[src/rtl/spi_node_pkg.sv]
package spi_node_pkg;

    typedef enum logic [1:0] {
        REG_CTRL = 2'd0,
        REG_STAT = 2'd1,
        REG_DATA = 2'd2
    } reg_sel_e;

    localparam int CTL_EN   = 0;
    localparam int CTL_MST  = 1;
    localparam int CTL_SSIG = 2;
    localparam int CTL_IE   = 3;
    localparam int CTL_RATE = 4;

    localparam int ST_WCOL  = 6;
    localparam int ST_DONE  = 7;

    localparam int unsigned MAX_HALF = 64;

    // Half of the serial clock period, in system clocks
    function automatic int unsigned half_period(input logic [1:0] rate);
        case (rate)
            2'b00:   return 2;
            2'b01:   return 8;
            2'b10:   return 32;
            default: return MAX_HALF;
        endcase
    endfunction

endpackage

[src/rtl/spi_pin_sync.sv]
module spi_pin_sync #(
    parameter int             W       = 3,
    parameter int             STAGES  = 2,
    parameter logic [W-1:0]   RST_VAL = '0
) (
    input  logic         clk,
    input  logic         rst_n,
    input  logic [W-1:0] din,
    output logic [W-1:0] dout
);

    for (genvar i = 0; i < W; i++) begin : g_bit
        logic [STAGES-1:0] chain_d, chain_q;

        always_comb begin
            chain_d = {chain_q[STAGES-2:0], din[i]};
        end

        always_ff @(posedge clk or negedge rst_n) begin
            if (!rst_n) begin
                chain_q <= {STAGES{RST_VAL[i]}};
            end else begin
                chain_q <= chain_d;
            end
        end

        assign dout[i] = chain_q[STAGES-1];
    end

endmodule

[src/rtl/spi_rate_div.sv]
module spi_rate_div
    import spi_node_pkg::*;
#(
    parameter int CNT_W = 6
) (
    input  logic       clk,
    input  logic       rst_n,
    input  logic       run,
    input  logic [1:0] rate,
    output logic       tick
);

    logic [CNT_W-1:0] cnt_d, cnt_q;
    logic [CNT_W-1:0] limit;
    logic             at_limit;

    always_comb begin
        limit    = CNT_W'(half_period(rate) - 1);
        at_limit = (cnt_q == limit);
        tick     = run && at_limit;
        if (!run || at_limit) begin
            cnt_d = '0;
        end else begin
            cnt_d = cnt_q + 1'b1;
        end
    end

    always_ff @(posedge clk or negedge rst_n) begin
        if (!rst_n) begin
            cnt_q <= '0;
        end else begin
            cnt_q <= cnt_d;
        end
    end

endmodule

[src/rtl/spi_node.sv]
module spi_node
    import spi_node_pkg::*;
#(
    parameter int DATA_W      = 8,
    parameter int SYNC_STAGES = 2
) (
    input  logic              clk,
    input  logic              rst_n,
    input  logic [1:0]        bus_addr,
    input  logic              bus_wr,
    input  logic [DATA_W-1:0] bus_wdata,
    output logic [DATA_W-1:0] bus_rdata,
    output logic              irq,
    input  logic              ss_n,
    input  logic              sck_in,
    output logic              sck_out,
    output logic              sck_oe,
    input  logic              mosi_in,
    output logic              mosi_out,
    output logic              mosi_oe,
    input  logic              miso_in,
    output logic              miso_out,
    output logic              miso_oe
);

    localparam int CNT_W = $clog2(DATA_W);
    localparam int DIV_W = $clog2(MAX_HALF);
    localparam int MSB   = DATA_W - 1;

    typedef struct packed {
        logic              en;
        logic              mst;
        logic              ssig;
        logic              ie;
        logic [1:0]        rate;
        logic              done;
        logic              wcol;
        logic              busy;
        logic [CNT_W-1:0]  bits;
        logic [DATA_W-1:0] sr;
        logic [DATA_W-1:0] rxbuf;
        logic              samp;
        logic              sck;
        logic              sck_prev;
    } node_st_t;

    node_st_t st_d, st_q;

    logic [2:0] sync_out;
    logic       ss_s, sck_s, mosi_s;
    logic       div_tick;
    logic       master_mode, slave_sel, fault_det;
    logic       wr_ctrl, wr_stat, wr_data;
    logic       sck_rise, sck_fall;

    spi_pin_sync #(
        .W       (3),
        .STAGES  (SYNC_STAGES),
        .RST_VAL (3'b100)
    ) i_sync (
        .clk  (clk),
        .rst_n(rst_n),
        .din  ({ss_n, sck_in, mosi_in}),
        .dout (sync_out)
    );

    assign ss_s   = sync_out[2];
    assign sck_s  = sync_out[1];
    assign mosi_s = sync_out[0];

    spi_rate_div #(
        .CNT_W(DIV_W)
    ) i_div (
        .clk  (clk),
        .rst_n(rst_n),
        .run  (master_mode && st_q.busy),
        .rate (st_q.rate),
        .tick (div_tick)
    );

    always_comb begin
        master_mode = st_q.en && st_q.mst && (st_q.ssig || ss_s);
        fault_det   = st_q.en && st_q.mst && !st_q.ssig && !ss_s;
        slave_sel   = st_q.en && !st_q.mst && (st_q.ssig || !ss_s);
        wr_ctrl     = bus_wr && (bus_addr == REG_CTRL);
        wr_stat     = bus_wr && (bus_addr == REG_STAT);
        wr_data     = bus_wr && (bus_addr == REG_DATA);
        sck_rise    = sck_s && !st_q.sck_prev;
        sck_fall    = !sck_s && st_q.sck_prev;
    end

    always_comb begin
        st_d          = st_q;
        st_d.sck_prev = sck_s;

        // register writes
        if (wr_ctrl) begin
            st_d.en   = bus_wdata[CTL_EN];
            st_d.mst  = bus_wdata[CTL_MST];
            st_d.ssig = bus_wdata[CTL_SSIG];
            st_d.ie   = bus_wdata[CTL_IE];
            st_d.rate = bus_wdata[CTL_RATE +: 2];
        end
        if (wr_stat) begin
            if (bus_wdata[ST_DONE]) st_d.done = 1'b0;
            if (bus_wdata[ST_WCOL]) st_d.wcol = 1'b0;
        end
        if (wr_data) begin
            if (st_q.busy) begin
                st_d.wcol = 1'b1;
            end else begin
                st_d.sr   = bus_wdata;
                st_d.bits = '0;
                st_d.sck  = 1'b0;
                st_d.busy = master_mode;
            end
        end

        // shift engine
        if (master_mode) begin
            if (st_q.busy && div_tick) begin
                if (!st_q.sck) begin
                    st_d.sck  = 1'b1;
                    st_d.samp = miso_in;
                end else begin
                    st_d.sck  = 1'b0;
                    st_d.sr   = {st_q.sr[MSB-1:0], st_q.samp};
                    st_d.bits = st_q.bits + 1'b1;
                    if (st_q.bits == CNT_W'(DATA_W - 1)) begin
                        st_d.busy  = 1'b0;
                        st_d.done  = 1'b1;
                        st_d.bits  = '0;
                        st_d.rxbuf = {st_q.sr[MSB-1:0], st_q.samp};
                    end
                end
            end
        end else if (slave_sel) begin
            st_d.sck = 1'b0;
            if (sck_rise) begin
                st_d.busy = 1'b1;
                st_d.samp = mosi_s;
            end
            if (sck_fall && st_q.busy) begin
                st_d.sr   = {st_q.sr[MSB-1:0], st_q.samp};
                st_d.bits = st_q.bits + 1'b1;
                if (st_q.bits == CNT_W'(DATA_W - 1)) begin
                    st_d.busy  = 1'b0;
                    st_d.done  = 1'b1;
                    st_d.bits  = '0;
                    st_d.rxbuf = {st_q.sr[MSB-1:0], st_q.samp};
                end
            end
        end else begin
            st_d.busy = 1'b0;
            st_d.bits = '0;
            st_d.sck  = 1'b0;
        end

        // another master took the bus
        if (fault_det) begin
            st_d.mst  = 1'b0;
            st_d.done = 1'b1;
            st_d.busy = 1'b0;
            st_d.bits = '0;
            st_d.sck  = 1'b0;
        end
    end

    always_ff @(posedge clk or negedge rst_n) begin
        if (!rst_n) begin
            st_q <= '0;
        end else begin
            st_q <= st_d;
        end
    end

    always_comb begin
        bus_rdata = '0;
        case (bus_addr)
            REG_CTRL: begin
                bus_rdata[CTL_EN]       = st_q.en;
                bus_rdata[CTL_MST]      = st_q.mst;
                bus_rdata[CTL_SSIG]     = st_q.ssig;
                bus_rdata[CTL_IE]       = st_q.ie;
                bus_rdata[CTL_RATE +: 2] = st_q.rate;
            end
            REG_STAT: begin
                bus_rdata[ST_DONE] = st_q.done;
                bus_rdata[ST_WCOL] = st_q.wcol;
            end
            REG_DATA: bus_rdata = st_q.rxbuf;
            default:  bus_rdata = '0;
        endcase
    end

    assign irq      = st_q.done && st_q.ie;
    assign sck_oe   = master_mode;
    assign mosi_oe  = master_mode;
    assign sck_out  = master_mode && st_q.sck;
    assign mosi_out = master_mode && st_q.sr[MSB];
    assign miso_oe  = slave_sel;
    assign miso_out = slave_sel && st_q.sr[MSB];

endmodule

[config.mk]
export PLATFORM = sky130hd
export DESIGN_NAME = spi_node
export DESIGN_NICKNAME = d
export VERILOG_FILES = /design/src/rtl/spi_node_pkg.sv /design/src/rtl/spi_pin_sync.sv /design/src/rtl/spi_rate_div.sv /design/src/rtl/spi_node.sv
export SDC_FILE = /design/constraint.sdc
export NUM_CORES = 1
export LEC_CHECK = 0
export ABC_CLOCK_PERIOD_IN_PS = 4600
export BUFFER_PORTS_ARGS = -buffer_cell sky130_fd_sc_hd__buf_2
export CAP_MARGIN = 30
export CORE_MARGIN = 3
export CORE_UTILIZATION = 40
export CTS_CLUSTER_SIZE = 28
export DETAILED_ROUTE_END_ITERATION = 16
export HOLD_SLACK_MARGIN = 0.12
export PLACE_DENSITY_LB_ADDON = 0.08
export SLEW_MARGIN = 10
export SYNTH_ARGS = -nofsm -noshare
export SYNTH_HDL_FRONTEND = slang
export SYNTH_SLANG_ARGS = --single-unit
[constraint.sdc]
create_clock -name clk -period 4.6 [get_ports clk]
set_clock_uncertainty 0.2 [all_clocks]
set_input_delay 0.46 -clock clk [delete_from_list [all_inputs] [get_ports clk]]
set_output_delay 0.46 -clock clk [all_outputs]
set_load 0.005 [all_outputs]
## After elaboration in Yosys (flattened, before gate mapping)

Cells that the tools add are included.

| word-level totals | value |
|---|---|
| memories kept | 0 |
| output and inout port bits | 15 |
| input bits | 17 |
| bits in writable memories | 0 |
| bits in latches | 0 |
| logic and storage cells | 105 |
| bits in registers | 43 |
| ROM bits | 0 |

| cells by class | value |
|---|---|
| divide/modulo/power cells | 0 |
| bitwise operators | 0 |
| order comparisons | 0 |
| muxes and demuxes | 36 |
| reductions and logical operators | 37 |
| multipliers | 0 |
| eq/ne operators | 11 |
| $add $sub $neg | 3 |
| shift-type cells | 0 |

Operators by type and width:

| operator | count |
|---|---|
| $mux 22 | 2 |
| $mux 20 | 2 |
| $logic_and 1x1->1 | 19 |
| $mux 1 | 18 |
| $pmux 6 s3 | 1 |
| $mux 17 | 1 |
| $mux 4 | 4 |
| $mux 13 | 1 |
| $mux 12 | 1 |
| $pmux 6 s2 | 1 |
| $mux 8 | 1 |
| $reduce_and 4->1 | 2 |
| $reduce_bool 2->1 | 4 |
| $add 6x1->6 const B | 1 |
| $eq 6x6->1 | 1 |
| $logic_not 1->1 | 6 |
| $mux 6 | 1 |
| $sub 6x1->6 const B | 1 |
| $mux 5 | 1 |
| $eq 2x1->1 const B | 2 |
| $eq 2x2->1 const B | 2 |
| $logic_not 2->1 | 2 |
| $ne 2x2->1 const B | 2 |
| $ne 4x1->1 const B | 1 |
| other kinds (8) | 10 |

## Depth between registers and ports, before layout

| depth | value |
|---|---|
| depth after elaboration | 11 |
| gate-level depth with buffers | 8 |

## Cells and area by module

A second synthesis with hierarchy kept.

| unflattened totals | value |
|---|---|
| cells, all modules | 197 |
| area, all modules | 2210.9 um^2 |

Modules (own cells, without submodules):

| module | times used | area an instance (um^2) | cells an instance |
|---|---|---|---|
| spi_node | 1 | 1667.8 | 152 |
| spi_rate_div | 1 | 367.9 | 36 |
| spi_pin_sync | 1 | 175.2 | 9 |

## Worst setup path before layout

No wires, ideal clock.

| timing path | value |
|---|---|
| kind | register to register |
| start point | register st_q[26] (netlist bit) |
| end point | register st_q[10] (netlist bit) |
| data required time | 4.275 ns |
| buffers on the path | 2 |
| clock period less this slack | 2.137 ns |
| arrival | 1.812 ns |
| cell stages (with the launch flop) | 8 |
| setup slack | 2.463 ns |
| cell sequence | dfrtp_1 -> or4_1 -> nand3_2 -> and2_4 -> buf_6 -> a22o_4 -> buf_6 -> mux2_4 |

| between the ends | value |
|---|---|
| cells in the longest elaborated chain, start to end | 8 |

RTL lines:

| item | line | RTL |
|---|---|---|
| from (decl) | spi_node.sv:47 | `node_st_t st_d, st_q;` |
| from (signal assigned) | spi_node.sv:173 | `st_q <= st_d;` |
| $eq 2x2->1 (tied with other cells) | spi_node_pkg.sv:22 | `case (rate)` |
| $pmux 6 s3 (*) | spi_node_pkg.sv:22 |  |
| $sub 6x1->6 (*) | spi_rate_div.sv:18 | `limit = CNT_W'(half_period(rate) - 1);` |
| $eq 6x6->1 (*) | spi_rate_div.sv:19 | `at_limit = (cnt_q == limit);` |
| $logic_and 1x1->1 (*) | spi_rate_div.sv:20 | `tick = run && at_limit;` |
| $logic_and 1x1->1 (*) | spi_node.sv:121 | `if (st_q.busy && div_tick) begin` |
| $ne 2x1->1 (no source line) (*) | -- |  |
| $reduce_and 4->1 (no source line) (*) | -- |  |

Mark *: on every way between the ends. The rest lies on a longest branch, timed or not.
A chain may end at the register's enable or synchronous reset.

==> results.txt <==
The final layout contains routed wiring with a total length of 4810 um. For this design the static power due to leakage is 1.24 nW. In this run the tool buffered the top-level ports with 31 buffer cells.

Combinational logic is responsible for 17.7% of the overall power. For the finished layout, the period the worst path requires is 2.57 ns. The run gives 0.29 ns as the clock latency at the later pin of the worst-skew pair.

Setup repair after global routing left no endpoint under its margin. Relative to the synthesized area, the layout overhead comes to 14.3%. The logs give 0.792 for the routability congestion estimate and 0 for the final antenna-violating net count. The deepest level of the CTS H-tree came out at 2. In this run, synthesis produced a sequential element count of 43. The post-route standard cell area excluding fillers is 2540 um2, and the final period utilization is 55.8%.

Final HPWL from detailed placement: 3410 um. The total overflow left after global routing is 0. The clock slew at the register clock pins of the worst setup and hold paths is 0.08 ns, and the non-filler instance count after layout is 304. Sorting the synthesized cells by how often they occur yields 41 x sky130_fd_sc_hd__dfrtp_1, 34 x sky130_fd_sc_hd__nand2_1, 13 x sky130_fd_sc_hd__mux2_2. The cell area that synthesis handed to floorplanning was 2220 um2.

The power density over the cells came out at 343 nW/um2. Headroom to the max-slew limit came out at 50.8%. The clock network burns 28.4% of the power. Switching power: 0.000250 W. Among all flip-flop cells after synthesis, the most frequent one is sky130_fd_sc_hd__dfrtp_1. Across the VDD grid, the largest voltage drop is 0.208 mV. The all-layer global routing usage was 16.0%. The logs give 1606 for the number of global-route vias before repair and 2.54 ns for the arrival time of data at the critical path endpoint.

Of the total power, the share spent switching nets is 28.7%. For this run, asynchronously set or reset flops after synthesis account for 100%. The DRC marker count from the first detailed-route iteration is 85, and the placeable core region is 5240 um2.

The average routed wire per standard cell was 15.8 um. The most common cell in the synthesized netlist was sky130_fd_sc_hd__dfrtp_1. The number of distinct standard cells referenced by the synthesized netlist is 52, and the maximum number of pins on one net before global-route repair is 44.

The logs give 0 for the total of max-cap violations and 0 ns for the summed negative setup slack over all endpoints. Summing the sequential cell areas from Yosys gives 48.5% of the chip area. The clock passes through at most 2 buffers. The number of antenna diodes in the final layout is 0. The number of flops mapped to enable cells by yosys came out at 0.

The first detailed-routing pass took 4 iterations. Of the post-synthesis cell area, the dominant cell type holds 46.2%. In this run the worst path has a maximum fanout of 10.

The share of total power dissipated in sequential elements is 53.9%. The number of pins exceeding their max-slew limit in the final report came out at 0. The number of buffers inserted by hold repair at cts came out at 3. Based on the critical path, the design can be clocked at up to 0.390 GHz.

Of all cell types, the one taking the most synthesized area is sky130_fd_sc_hd__dfrtp_1. The detailed-route vias per instance came out at 5.21. The type of element capturing the critical path was a register. The logs give 43 for the CTS sink count and 0 for the number of remaining DRC errors.

Counting every net in the synthesized netlist gives 222. The number of gates resized after CTS was 0. The startpoint-to-endpoint class of the critical path was register to register. The logs give 0 for the number of buffers added for setup after CTS and 0 for the total number of yosys warnings.

After synthesis, the cell types taking the most area are sky130_fd_sc_hd__dfrtp_1 46%, sky130_fd_sc_hd__mux2_2 6.6%, sky130_fd_sc_hd__nand2_1 5.7%, sky130_fd_sc_hd__mux2_4 5.4%, sky130_fd_sc_hd__ha_1 3.4%. Across all layers, the routed design uses 1585 vias. The number of filler instances in the final layout came out at 496. In this run the core area contains 26 standard-cell rows. The initial core utilization is 42.4%.

For the number of CTS-inserted buffers, the log shows 5. Wire length of the first global-routing pass: 7980 um. In this run the mean area of a mapped cell was 11.2 um2.

The instance count of the mapped netlist is 199, and the net count reported at finish is 256. STA classifies the critical path startpoint as a register. Before CTS, the worst setup slack after placement is 2.01 ns. Setup violations remaining at the end of the flow were counted as 0.

The floorplan die width came out at 80.5 um. The tools report the clock root buffer as sky130_fd_sc_hd__clkbuf_8. The die footprint was 6490 um2. For the pin with the worst max-slew slack, the measured transition is 0.733 ns. Initial antenna violation count: 0. The tightest min-delay check is of the register to register type.

Placed cell area: 2390 um2. The number of hold violations in the final report came out at 0. The run finished with clean final reports. Of the cells placed in the final design, the portion with a size suffix greater than 1 is 30.8%. TritonCTS built the clock tree. The internal power of the cells totals 0.000622 W. The count of pins on the block boundary is 32.

For the setup slack of the critical path after layout, the log shows 2.03 ns. STA puts the critical path data required time at 4.58 ns. The floorplan step set the die height to 80.5 um. For the cell total after placement, the log shows 291.
-- area by class of cell --
cell class | instances | area (um2) | area share [%]
flip-flops and latches | 43 | 1080 | 42.5
multi-input cells | 143 | 1050 | 41.4
repair buffers | 36 | 215 | 8.47
well taps | 70 | 87.6 | 3.45
clock buffers | 7 | 86.3 | 3.40
inverters | 4 | 15.0 | 0.591
clock inverters | 1 | 5.00 | 0.197
-- critical path, stage by stage, from the launching register on --
cell and delay, ns:
sky130_fd_sc_hd__dfrtp_1 0.45, sky130_fd_sc_hd__and2b_2 0.27, sky130_fd_sc_hd__nor4b_1 0.62, sky130_fd_sc_hd__nand2b_1 0.50, sky130_fd_sc_hd__mux2_2 0.40
-- metal layers --
layer	share of wire [%]	wire length, um	track usage, %	vias up
li1	-	-	-	779
met1	49	2370	22.3	768
met2	46	2190	24.9	32
met3	4.1	195	3.48	6
met4	1.1	51	4.56	0
met5	0	0	0	-
-- power by group through the flow --
stage                     registers, W  logic, W  clock network, W
after floorplan               0.000455  0.000116                 0
after global placement        0.000477  0.000149                 0
after detailed placement      0.000478  0.000150                 0
after CTS                     0.000470  0.000153          0.000257
after global routing          0.000477  0.000174          0.000269
final                         0.000470  0.000154          0.000248
-- per-stage QoR --
step	utilization, %	power (W)	hold slack (ns)
floorplan	-	0.000571	-0.0356
global placement	45.6	0.000625	0.133
global route	48.5	0.000920	0.168
CTS	47.9	0.000879	0.144
finish	48.5	0.000872	0.150
detailed placement	45.6	0.000628	0.136
-- final timing paths --
check | from | end | slack, ns | cells after the start
hold reg to reg | i_sync.g_bit[1].chain_q[0] | i_sync.g_bit[1].chain_q[1] | 0.15 | 0
max in group asynchronous | rst_n | i_sync.g_bit[2].chain_q[1] | 3.30 | 3
min in group asynchronous | rst_n | i_div.cnt_q[0] | 0.37 | 2
setup reg to reg | st_q[28] | st_q[13] | 2.03 | 4
setup / recovery | st_q[28] | st_q[13] | 2.03 | 4
hold / removal | i_sync.g_bit[1].chain_q[0] | i_sync.g_bit[1].chain_q[1] | 0.15 | 0
-- placed cells by master, fill, tap and decap left out, types with 3 or more instances in the layout --
| cell type | count |
|---|---|
| sky130_fd_sc_hd__dfrtp_1 | 41 |
| sky130_fd_sc_hd__a22o_1 | 7 |
| sky130_fd_sc_hd__nand4_1 | 3 |
| sky130_fd_sc_hd__mux2_2 | 13 |
| sky130_fd_sc_hd__and2_1 | 4 |
| sky130_fd_sc_hd__clkbuf_8 | 6 |
| sky130_fd_sc_hd__ha_1 | 6 |
| sky130_fd_sc_hd__buf_2 | 31 |
| sky130_fd_sc_hd__nand3_1 | 6 |
| sky130_fd_sc_hd__inv_1 | 4 |
| sky130_fd_sc_hd__xnor2_1 | 3 |
| sky130_fd_sc_hd__mux2_4 | 8 |
| sky130_fd_sc_hd__o21ai_0 | 5 |
| sky130_fd_sc_hd__nor2_1 | 12 |
| sky130_fd_sc_hd__nand2_1 | 34 |
| sky130_fd_sc_hd__a21oi_1 | 3 |
| sky130_fd_sc_hd__dlygate4sd3_1 | 4 |
-- flip-flops by register name, summed over array words and instances, names as in the netlist --
| name | count |
|---|---|
| i_sync.g_bit.chain_q | 6 |
| st_q | 31 |
| i_div.cnt_q | 6 |
-- kinds of logic after synthesis --
kind of cell             synth area share (%)
flip-flops                               48.5
multiplexers                             12.4
AO/OA/AOI/OAI                            11.4
AND/OR/NAND/NOR                          18.2
XOR/XNOR                                 1.97
adder cells (fa/ha/maj)                  3.38
buffers and inverters                    4.11
Power figures use the tool's default switching activity.
